[src/rtl/spi_regif_pkg.sv]
package spi_regif_pkg;

    localparam int BYTE_W = 8;
    localparam int ADDR_W = BYTE_W - 1;
    localparam int CNT_W  = $clog2(BYTE_W);

    typedef enum logic [0:0] {
        PH_HDR  = 1'b0,
        PH_BODY = 1'b1
    } phase_e;

    typedef struct packed {
        phase_e              phase;
        logic                is_wr;
        logic [CNT_W-1:0]    bitcnt;
        logic [BYTE_W-2:0]   rx;
        logic [BYTE_W-1:0]   tx;
        logic [ADDR_W-1:0]   addr;
        logic [BYTE_W-1:0]   wdata;
        logic                wr;
        logic                rd;
        logic                fetch;
        logic                ld;
        logic                ldmap;
        logic                inc;
        logic                miso;
        logic                sck_prev;
    } regif_st_t;

endpackage

[src/rtl/spi_sync.sv]
module spi_sync #(
    parameter int   STAGES  = 2,
    parameter logic RST_VAL = 1'b0
) (
    input  logic clk,
    input  logic rst_n,
    input  logic d,
    output logic q
);
    logic [STAGES-1:0] chain_q;
    logic [STAGES:0]   chain_d;

    always_comb chain_d = {chain_q, d};

    always_ff @(posedge clk or negedge rst_n) begin
        if (!rst_n) chain_q <= {STAGES{RST_VAL}};
        else        chain_q <= chain_d[STAGES-1:0];
    end

    assign q = chain_q[STAGES-1];
endmodule

[src/rtl/spi_map_dec.sv]
module spi_map_dec #(
    parameter int ADDR_W    = 7,
    parameter int CTRL_LAST = 'h11,
    parameter int MEM_BASE  = 'h20,
    parameter int MEM_LEN   = 96
) (
    input  logic [ADDR_W-1:0] addr,
    output logic              hit
);
    localparam int MEM_END = MEM_BASE + MEM_LEN;
    int a;

    always_comb begin
        a   = int'(addr);
        hit = (a <= CTRL_LAST) || ((a >= MEM_BASE) && (a < MEM_END));
    end
endmodule

[src/rtl/spi_regif.sv]
module spi_regif
    import spi_regif_pkg::*;
#(
    parameter int SYNC_STAGES = 2,
    parameter int CTRL_LAST   = 'h11,
    parameter int MEM_BASE    = 'h20,
    parameter int MEM_LEN     = 96
) (
    input  logic              clk,
    input  logic              rst_n,
    input  logic              sel_i,
    input  logic              sck_i,
    input  logic              mosi_i,
    output logic              miso_o,
    output logic [ADDR_W-1:0] reg_addr_o,
    output logic [BYTE_W-1:0] reg_wdata_o,
    output logic              reg_wr_o,
    output logic              reg_rd_o,
    input  logic [BYTE_W-1:0] reg_rdata_i
);
    localparam int         N_SYNC   = 3;
    localparam logic [2:0] SYNC_RST = 3'b010;   // {mosi, sck, sel}; clock idles high
    localparam logic [CNT_W-1:0]  LAST_BIT = CNT_W'(BYTE_W - 1);
    localparam logic [ADDR_W-1:0] ADDR_ONE = ADDR_W'(1);

    logic [N_SYNC-1:0] raw_in;
    logic [N_SYNC-1:0] syn_in;
    logic sel_s, sck_s, mosi_s;

    assign raw_in = {mosi_i, sck_i, sel_i};

    for (genvar g = 0; g < N_SYNC; g++) begin : g_sync
        spi_sync #(
            .STAGES  (SYNC_STAGES),
            .RST_VAL (SYNC_RST[g])
        ) u_sync (
            .clk   (clk),
            .rst_n (rst_n),
            .d     (raw_in[g]),
            .q     (syn_in[g])
        );
    end

    assign sel_s  = syn_in[0];
    assign sck_s  = syn_in[1];
    assign mosi_s = syn_in[2];

    regif_st_t st_q, st_d;

    logic [BYTE_W-1:0] byte_full;
    logic [ADDR_W-1:0] addr_nxt;
    logic              hit_cur, hit_nxt, hit_new;
    logic              rise, fall;

    assign byte_full = {st_q.rx, mosi_s};
    assign addr_nxt  = st_q.addr + ADDR_ONE;
    assign rise      = sck_s & ~st_q.sck_prev;
    assign fall      = ~sck_s & st_q.sck_prev;

    spi_map_dec #(.ADDR_W(ADDR_W), .CTRL_LAST(CTRL_LAST), .MEM_BASE(MEM_BASE), .MEM_LEN(MEM_LEN))
        u_dec_cur (.addr(st_q.addr), .hit(hit_cur));
    spi_map_dec #(.ADDR_W(ADDR_W), .CTRL_LAST(CTRL_LAST), .MEM_BASE(MEM_BASE), .MEM_LEN(MEM_LEN))
        u_dec_nxt (.addr(addr_nxt), .hit(hit_nxt));
    spi_map_dec #(.ADDR_W(ADDR_W), .CTRL_LAST(CTRL_LAST), .MEM_BASE(MEM_BASE), .MEM_LEN(MEM_LEN))
        u_dec_new (.addr(byte_full[ADDR_W-1:0]), .hit(hit_new));

    always_comb begin
        st_d          = st_q;
        st_d.wr       = 1'b0;
        st_d.rd       = 1'b0;
        st_d.fetch    = 1'b0;
        st_d.ld       = 1'b0;
        st_d.inc      = 1'b0;
        st_d.sck_prev = sck_s;

        // post-write address step, one cycle after the strobe
        if (st_q.inc) st_d.addr = addr_nxt;

        // read pipeline: strobe -> data valid next cycle -> load shifter
        if (st_q.fetch) begin
            st_d.ld    = 1'b1;
            st_d.ldmap = st_q.rd;
        end
        if (st_q.ld) st_d.tx = st_q.ldmap ? reg_rdata_i : '0;

        if (!sel_s) begin
            st_d.phase  = PH_HDR;
            st_d.bitcnt = '0;
            st_d.miso   = 1'b0;
            st_d.fetch  = 1'b0;
            st_d.ld     = 1'b0;
        end else begin
            if (fall) begin
                st_d.miso = (st_q.phase == PH_BODY && !st_q.is_wr)
                          ? st_q.tx[~st_q.bitcnt] : 1'b0;
            end
            if (rise) begin
                st_d.rx     = byte_full[BYTE_W-2:0];
                st_d.bitcnt = st_q.bitcnt + CNT_W'(1);
                if (st_q.bitcnt == LAST_BIT) begin
                    if (st_q.phase == PH_HDR) begin
                        st_d.phase = PH_BODY;
                        st_d.is_wr = byte_full[BYTE_W-1];
                        st_d.addr  = byte_full[ADDR_W-1:0];
                        if (!byte_full[BYTE_W-1]) begin
                            st_d.rd    = hit_new;
                            st_d.fetch = 1'b1;
                        end
                    end else if (st_q.is_wr) begin
                        st_d.wr    = hit_cur;
                        st_d.wdata = byte_full;
                        st_d.inc   = 1'b1;
                    end else begin
                        st_d.addr  = addr_nxt;
                        st_d.rd    = hit_nxt;
                        st_d.fetch = 1'b1;
                    end
                end
            end
        end
    end

    always_ff @(posedge clk or negedge rst_n) begin
        if (!rst_n) begin
            st_q          <= '0;
            st_q.phase    <= PH_HDR;
            st_q.sck_prev <= 1'b1;
        end else begin
            st_q <= st_d;
        end
    end

    assign miso_o      = st_q.miso;
    assign reg_addr_o  = st_q.addr;
    assign reg_wdata_o = st_q.wdata;
    assign reg_wr_o    = st_q.wr;
    assign reg_rd_o    = st_q.rd;

endmodule

[config.mk]
export PLATFORM = sky130hd
export DESIGN_NAME = spi_regif
export DESIGN_NICKNAME = d
export VERILOG_FILES = /design/src/rtl/spi_regif_pkg.sv /design/src/rtl/spi_sync.sv /design/src/rtl/spi_map_dec.sv /design/src/rtl/spi_regif.sv
export SDC_FILE = /design/constraint.sdc
export NUM_CORES = 1
export LEC_CHECK = 0
export ABC_CLOCK_PERIOD_IN_PS = 2200
export CORE_MARGIN = 2
export CORE_UTILIZATION = 30
export CTS_CLUSTER_DIAMETER = 150
export DETAILED_ROUTE_END_ITERATION = 16
export PLACE_DENSITY_LB_ADDON = 0.05
export SYNTH_ARGS = -nofsm -noshare
export SYNTH_HDL_FRONTEND = slang
export SYNTH_SLANG_ARGS = --single-unit
[constraint.sdc]
create_clock -name clk -period 2.2 [get_ports clk]
set_input_delay 0.55 -clock clk [delete_from_list [all_inputs] [get_ports clk]]
set_output_delay 0.55 -clock clk [all_outputs]
set_load 0.01 [all_outputs]
==> metrics.txt, run 1 <==
# nets final 247; final std cells w/o fill 331; crit-path cells clkdlybuf4s50_1; die area 0.00847 mm^2; first-pass GRT wire length 7960 um; Synth area leader dfrtp_1; Pre-antenna DRT Iters 4; CTS Buf Count 5; total wire length 4710 um; R2R depth 6; Antenna Cells 0; clock tree buffer depth 2; Row Count 32; postcts setup bufs 0; syn_area_per_cell 11.2 um^2; Critical Path AT 1.45 ns; CTS HTree Levels 2; Power Density 618 mW/mm^2; clock share of power 30.9%; vias in the first global route 1,578; gr ovfl total 0; Least-Margin Pin Slew 0.468 ns; R2R Path Start st_q[39]; Final HPWL DP 3420 um; Crit path depth 1; largest net degree at the start of global routing 27; max-cap viol count 0; Detail Route Antenna Nets 0; Area growth syn-to-layout 17.7%; routability cong. 0.731; drc violations 0; Setup Skew 0.00507 ns; Post-Synthesis Cell Area 0.00232 mm^2; post-synthesis async set-or-reset flop share 100%; PortBufs 30; Switching Power 430 uW; root cell of the clock tree clkbuf_8; DIE WIDTH 92.0 um; syn_nets 227; clk slew on worst S/H paths 0.09 ns; Slew Limit Headroom 68.7%; Fin Setup TNS 0 ns; fmax 501 MHz; Area after DPL 0.00265 mm^2; initial drt markers 45; Tcrit/Tclk final 90.8%; Peak VDD IR 0.317 mV; worst path required time 1.65 ns; GRT Util Overall 12.1%; drt wl/cell 14.2 um; Die Y 92.0 um; Fin. Hold Viols 0; CTS Hold Buffers Added 0; Yosys reg bits 49; Synth Instances 208; crit path kind flop to output port; number of synthesis warnings 0; Design Area, Final 0.00274 mm^2; Worst-Skew Late Latency 0.30 ns; final setup vio count 0; via count 1,547; final core occ 36.0%; EDFF count, synth 0; synth cell count leaders dfrtp_1, mux2_2, o21ai_0, buf_4, nand2_1; post_cts resized 0; share of the synthesized area in the top cell type 49.5%; Vias per Instance 4.67; Setup crit start kind flop; worst flop-to-flop path endpoint reg_addr_o[6]; Net Sw Frac 25.5%; proportion of synthesized chip area in sequential cells 52.9%; ys flop type dfrtp_1; Setup crit end kind output port; Final Worst Setup Slack 0.203 ns; CTS tree yes; WP buf/inv 1; Inst Count DP 323; highest net fanout along the worst path 11; distinct cell type count after synthesis 39; synth top area cells dfrtp_1, mux2_2, buf_4; Pleak 1.19 nW; cell with the most instances after synthesis dfrtp_1; share of cells above drive strength 1 17.9%; min-delay worst type primary input to async pin; Pint 1.26 mW; slowest stage delay, CP 0.60 ns; slowest stage cell on the critical path clkdlybuf4s50_1; cell family with most CP delay buffers and inverters; fin. max-slew vios 0; worst slack at placement 0.270 ns; unrepaired setup endpoints after global routing false; Reg power frac 61.9%; Initial Util 30.6%; fillers 801; crit path time final 2.00 ns; Top Ports 31; Core ar. 0.00761 mm^2; initial antenna violation count 0; outcome completed; FF-to-FF setup slack 0.26 ns; CTS Sinks 49; Combinational Power Share 7.3%
## per-layer routing
layer,GRT usage (%),up-vias,part of all wire [%]
met1,15.4,770,44
met2,19.8,24,50
met5,0,-,0
li1,-,745,-
met4,4.35,0,1.7
met3,3.29,8,3.7
## how the worst max path moves through the flow
stage | slack [ns] | start | endpoint
2_1_floorplan | 0.42 | st_q[39] | reg_wdata_o[0]
4_1_cts | 0.19 | reg_addr_o[0] | reg_addr_o[0]
3_5_place_dp | 0.27 | st_q[39] | st_q[41]
3_3_place_gp | 0.32 | st_q[39] | st_q[41]
5_1_grt | 0.12 | st_q[39] | reg_addr_o[6]
6_report | 0.20 | reg_addr_o[0] | reg_addr_o[0]
## power groups by stage
| stage | combinational [mW] | clock, mW | sequential [mW] |
|---|---|---|---|
| after floorplan | 0.0750 | 0 | 1.03 |
| after global placement | 0.123 | 0 | 1.07 |
| after detailed placement | 0.126 | 0 | 1.07 |
| after CTS | 0.127 | 0.555 | 1.05 |
| after global routing | 0.140 | 0.589 | 1.06 |
| final | 0.123 | 0.522 | 1.05 |
## sequential cells by signal, indices dropped and copies added (netlist names)
| register | cells |
|---|---|
| byte_full | 7 |
| g_sync.u_sync.chain_q | 6 |
| miso_o | 1 |
| reg_addr_o | 7 |
| reg_rd_o | 1 |
| reg_wdata_o | 8 |
| reg_wr_o | 1 |
| st_q | 18 |
## through the flow
stage,hold WS (ns),power [mW]
2_1_floorplan,0.254,1.11
3_3_place_gp,0.336,1.19
3_5_place_dp,0.336,1.19
4_1_cts,0.0878,1.73
5_1_grt,0.0871,1.79
6_report,0.0940,1.69
## kinds of logic (layout without fill, tap and decap cells)
| group | after synthesis | count (layout) | share of synthesized area [%] |
|---|---|---|---|
| AOI/OAI and AO/OA | 40 | 40 | 11.7 |
| muxes | 21 | 21 | 10.5 |
| DFF | 49 | 49 | 52.9 |
| buffers and inverters | 32 | 53 | 7.64 |
| adders and majority gates | 6 | 6 | 3.23 |
| and+or+nand+nor | 57 | 57 | 12.9 |
| xor gates and xnor gates | 3 | 3 | 1.13 |
## final cells by class
cell class | instances | area (um^2) | area share, %
Tap cell | 102 | 128 | 4.66
Inverter | 12 | 45.0 | 1.65
Clock inverter | 3 | 17.5 | 0.640
Multi-Input combinational cell | 127 | 917 | 33.5
Timing Repair Buffer | 33 | 330 | 12.1
Clock buffer | 5 | 68.8 | 2.51
Sequential cell | 49 | 1230 | 44.9
## cells in the final DEF, fill, tap and decap left out, types with 2 or more instances in the layout
| cell | netlist | final |
|---|---|---|
| ha_1 | 6 | 6 |
| xnor2_1 | 2 | 2 |
| dfrtp_1 | 46 | 46 |
| nand3_1 | 11 | 11 |
| o21ai_0 | 17 | 17 |
| a311oi_1 | 3 | 3 |
| nand2b_1 | 3 | 3 |
| nor2_1 | 9 | 9 |
| a22oi_1 | 3 | 3 |
| nor2_2 | 3 | 3 |
| nor3_1 | 3 | 3 |
| nor4_1 | 2 | 2 |
| inv_1 | 12 | 12 |
| nand2_1 | 15 | 15 |
| clkinv_2 | 0 | 2 |
| a21oi_1 | 5 | 5 |
| a211o_1 | 2 | 2 |
| mux2i_1 | 3 | 3 |
| clkdlybuf4s50_1 | 0 | 29 |
| clkbuf_8 | 0 | 5 |
| nor2b_1 | 4 | 4 |
| dfstp_2 | 3 | 3 |
| and2_1 | 3 | 3 |
| mux2_2 | 17 | 17 |
| buf_4 | 15 | 2 |
| o211ai_1 | 2 | 2 |
(Power assumes the default switching activity.)
==> run 2: changes to the inputs <==
--- a/config.mk
+++ b/config.mk
@@ -11,6 +11,7 @@
 export CTS_CLUSTER_DIAMETER = 150
 export DETAILED_ROUTE_END_ITERATION = 16
 export PLACE_DENSITY_LB_ADDON = 0.05
+export SETUP_SLACK_MARGIN = 0.02
 export SYNTH_ARGS = -nofsm -noshare
 export SYNTH_HDL_FRONTEND = slang
 export SYNTH_SLANG_ARGS = --single-unit
==> results of run 2 <==
Final layout, timing and power as in run 1 (identical DEF).
==> run 3: changes to the inputs <==
--- a/config.mk
+++ b/config.mk
@@ -7,11 +7,13 @@
 export LEC_CHECK = 0
 export ABC_CLOCK_PERIOD_IN_PS = 2200
 export CORE_MARGIN = 2
-export CORE_UTILIZATION = 30
+export CORE_UTILIZATION = 54
 export CTS_CLUSTER_DIAMETER = 150
 export DETAILED_ROUTE_END_ITERATION = 16
 export PLACE_DENSITY_LB_ADDON = 0.05
 export SETUP_SLACK_MARGIN = 0.02
+export SKIP_CTS_REPAIR_TIMING = 1
 export SYNTH_ARGS = -nofsm -noshare
 export SYNTH_HDL_FRONTEND = slang
+export SYNTH_HIERARCHICAL = 1
 export SYNTH_SLANG_ARGS = --single-unit
==> run 3 against run 2 <==
Effect of this change: maximum frequency grew 3.8%; critical path depth stayed put; worst hold slack gained 0.16 ns; first-iteration DRC count rose by 33%.
==> metrics.txt, run 3 <==
initial drt markers 60; Detail Route Antenna Nets 0; highest net fanout along the worst path 9; share of cells above drive strength 1 15.1%; total wire length 4210 um; Core ar. 0.00403 mm^2; Hold WS 0.253 ns; max-cap viol count 0; Critical Path AT 1.38 ns; die area 0.00475 mm^2; slowest stage cell on the critical path clkdlybuf4s50_1; drt wl/cell 15.6 um; DIE WIDTH 68.9 um; WP buf/inv 1; syn_nets 216; GRT Util Overall 20.1%; Synth Instances 200; crit path kind flop to output port; initial antenna violation count 0; Final HPWL DP 3080 um; Area growth syn-to-layout 14.3%; clk slew on worst S/H paths 0.08 ns; routability cong. 0.867; Top Ports 31; Post-Synthesis Cell Area 0.00228 mm^2; Tcrit/Tclk final 87.5%; Setup crit end kind output port; gr ovfl total 0; CTS Buf Count 5; cell family with most CP delay buffers and inverters; Pre-antenna DRT Iters 4; min-delay worst type primary input to async pin; first-pass GRT wire length 6820 um; # nets final 234; CTS Sinks 49; Peak VDD IR 0.439 mV; Vias per Instance 5.61; fmax 519 MHz; syn_area_per_cell 11.4 um^2; Initial Util 56.5%; Setup crit start kind flop; CTS tree yes; crit path time final 1.93 ns; most frequent cells in the layout dfrtp_1, clkdlybuf4s50_1, nand3_1, mux2_2, inv_1; CTS HTree Levels 2; commonest non-fill, non-tap cell in the layout dfrtp_1; Least-Margin Pin Slew 0.605 ns; slowest stage delay, CP 0.59 ns; Pleak 1.22 nW; number of synthesis warnings 6; fin. max-slew vios 0; Antenna Cells 0; drc violations 0; clock tree buffer depth 2; Setup Skew 0.00323 ns; Worst-Skew Late Latency 0.30 ns; via count 1,509; Fin. Hold Viols 0; Biggest register st_q; worst path required time 1.65 ns; Row Count 23; crit-path cells clkdlybuf4s50_1; root cell of the clock tree clkbuf_8; vias in the first global route 1,414; final setup vio count 0; Power Density 664 mW/mm^2; PortBufs 30; largest net degree at the start of global routing 26; Fin Setup TNS 0 ns; outcome completed; max reg flops 18; unrepaired setup endpoints after global routing false; Die Y 68.9 um; Slew Limit Headroom 59.7%
==> run 3: power by group <==
group	leakage (nW)	switching, mW	internal (mW)
clock	0.0445	0.280	0.255
sequential	0.611	0.0918	0.963
combinational	0.567	0.0554	0.0821
==> run 3: per-layer routing <==
layer,routed length (um),track usage (%),vias to the layer above
met3,205,5.52,6
met4,67,7.35,0
met5,0,0,-
li1,-,-,722
met2,1940,30.8,38
met1,1990,27.6,743
==> run 3: final cells by class <==
type,count,area (um^2)
Timing Repair Buffer,32,323
Fill cell,321,1430
Multi-Input combinational cell,117,843
Inverter,13,48.8
Clock buffer,7,86.3
Tap cell,50,62.6
Sequential cell,49,1230
Clock inverter,1,7.51
==> run 3: path summary, 6_finish.rpt <==
| path | from | end | slack (ns) | cells after the start |
|---|---|---|---|---|
| max in group asynchronous | rst_n | g_sync[1].u_sync/chain_q[0] | 1.34 | 2 |
| hold / removal | rst_n | reg_wr_o | 0.25 | 1 |
| min in group clk | g_sync[0].u_sync/chain_q[0] | g_sync[0].u_sync/chain_q[1] | 0.35 | 0 |
| hold reg to reg | g_sync[0].u_sync/chain_q[0] | g_sync[0].u_sync/chain_q[1] | 0.35 | 0 |
| setup / recovery | reg_addr_o[2] | reg_addr_o[2] | 0.27 | 1 |
| setup reg to reg | st_q[38] | reg_addr_o[2] | 0.29 | 6 |
==> run 3: metrics by stage <==
step	worst slack [ns]	power (mW)	area [um^2]	instances	utilization (%)
after floorplan	0.486	1.12	2280	200	-
after global placement	0.416	1.19	2510	261	62.2
after detailed placement	0.302	1.21	2510	261	62.2
after CTS	0.263	1.75	2600	269	64.6
after global routing	0.0917	1.82	2600	269	64.6
final	0.275	1.73	2600	269	64.6
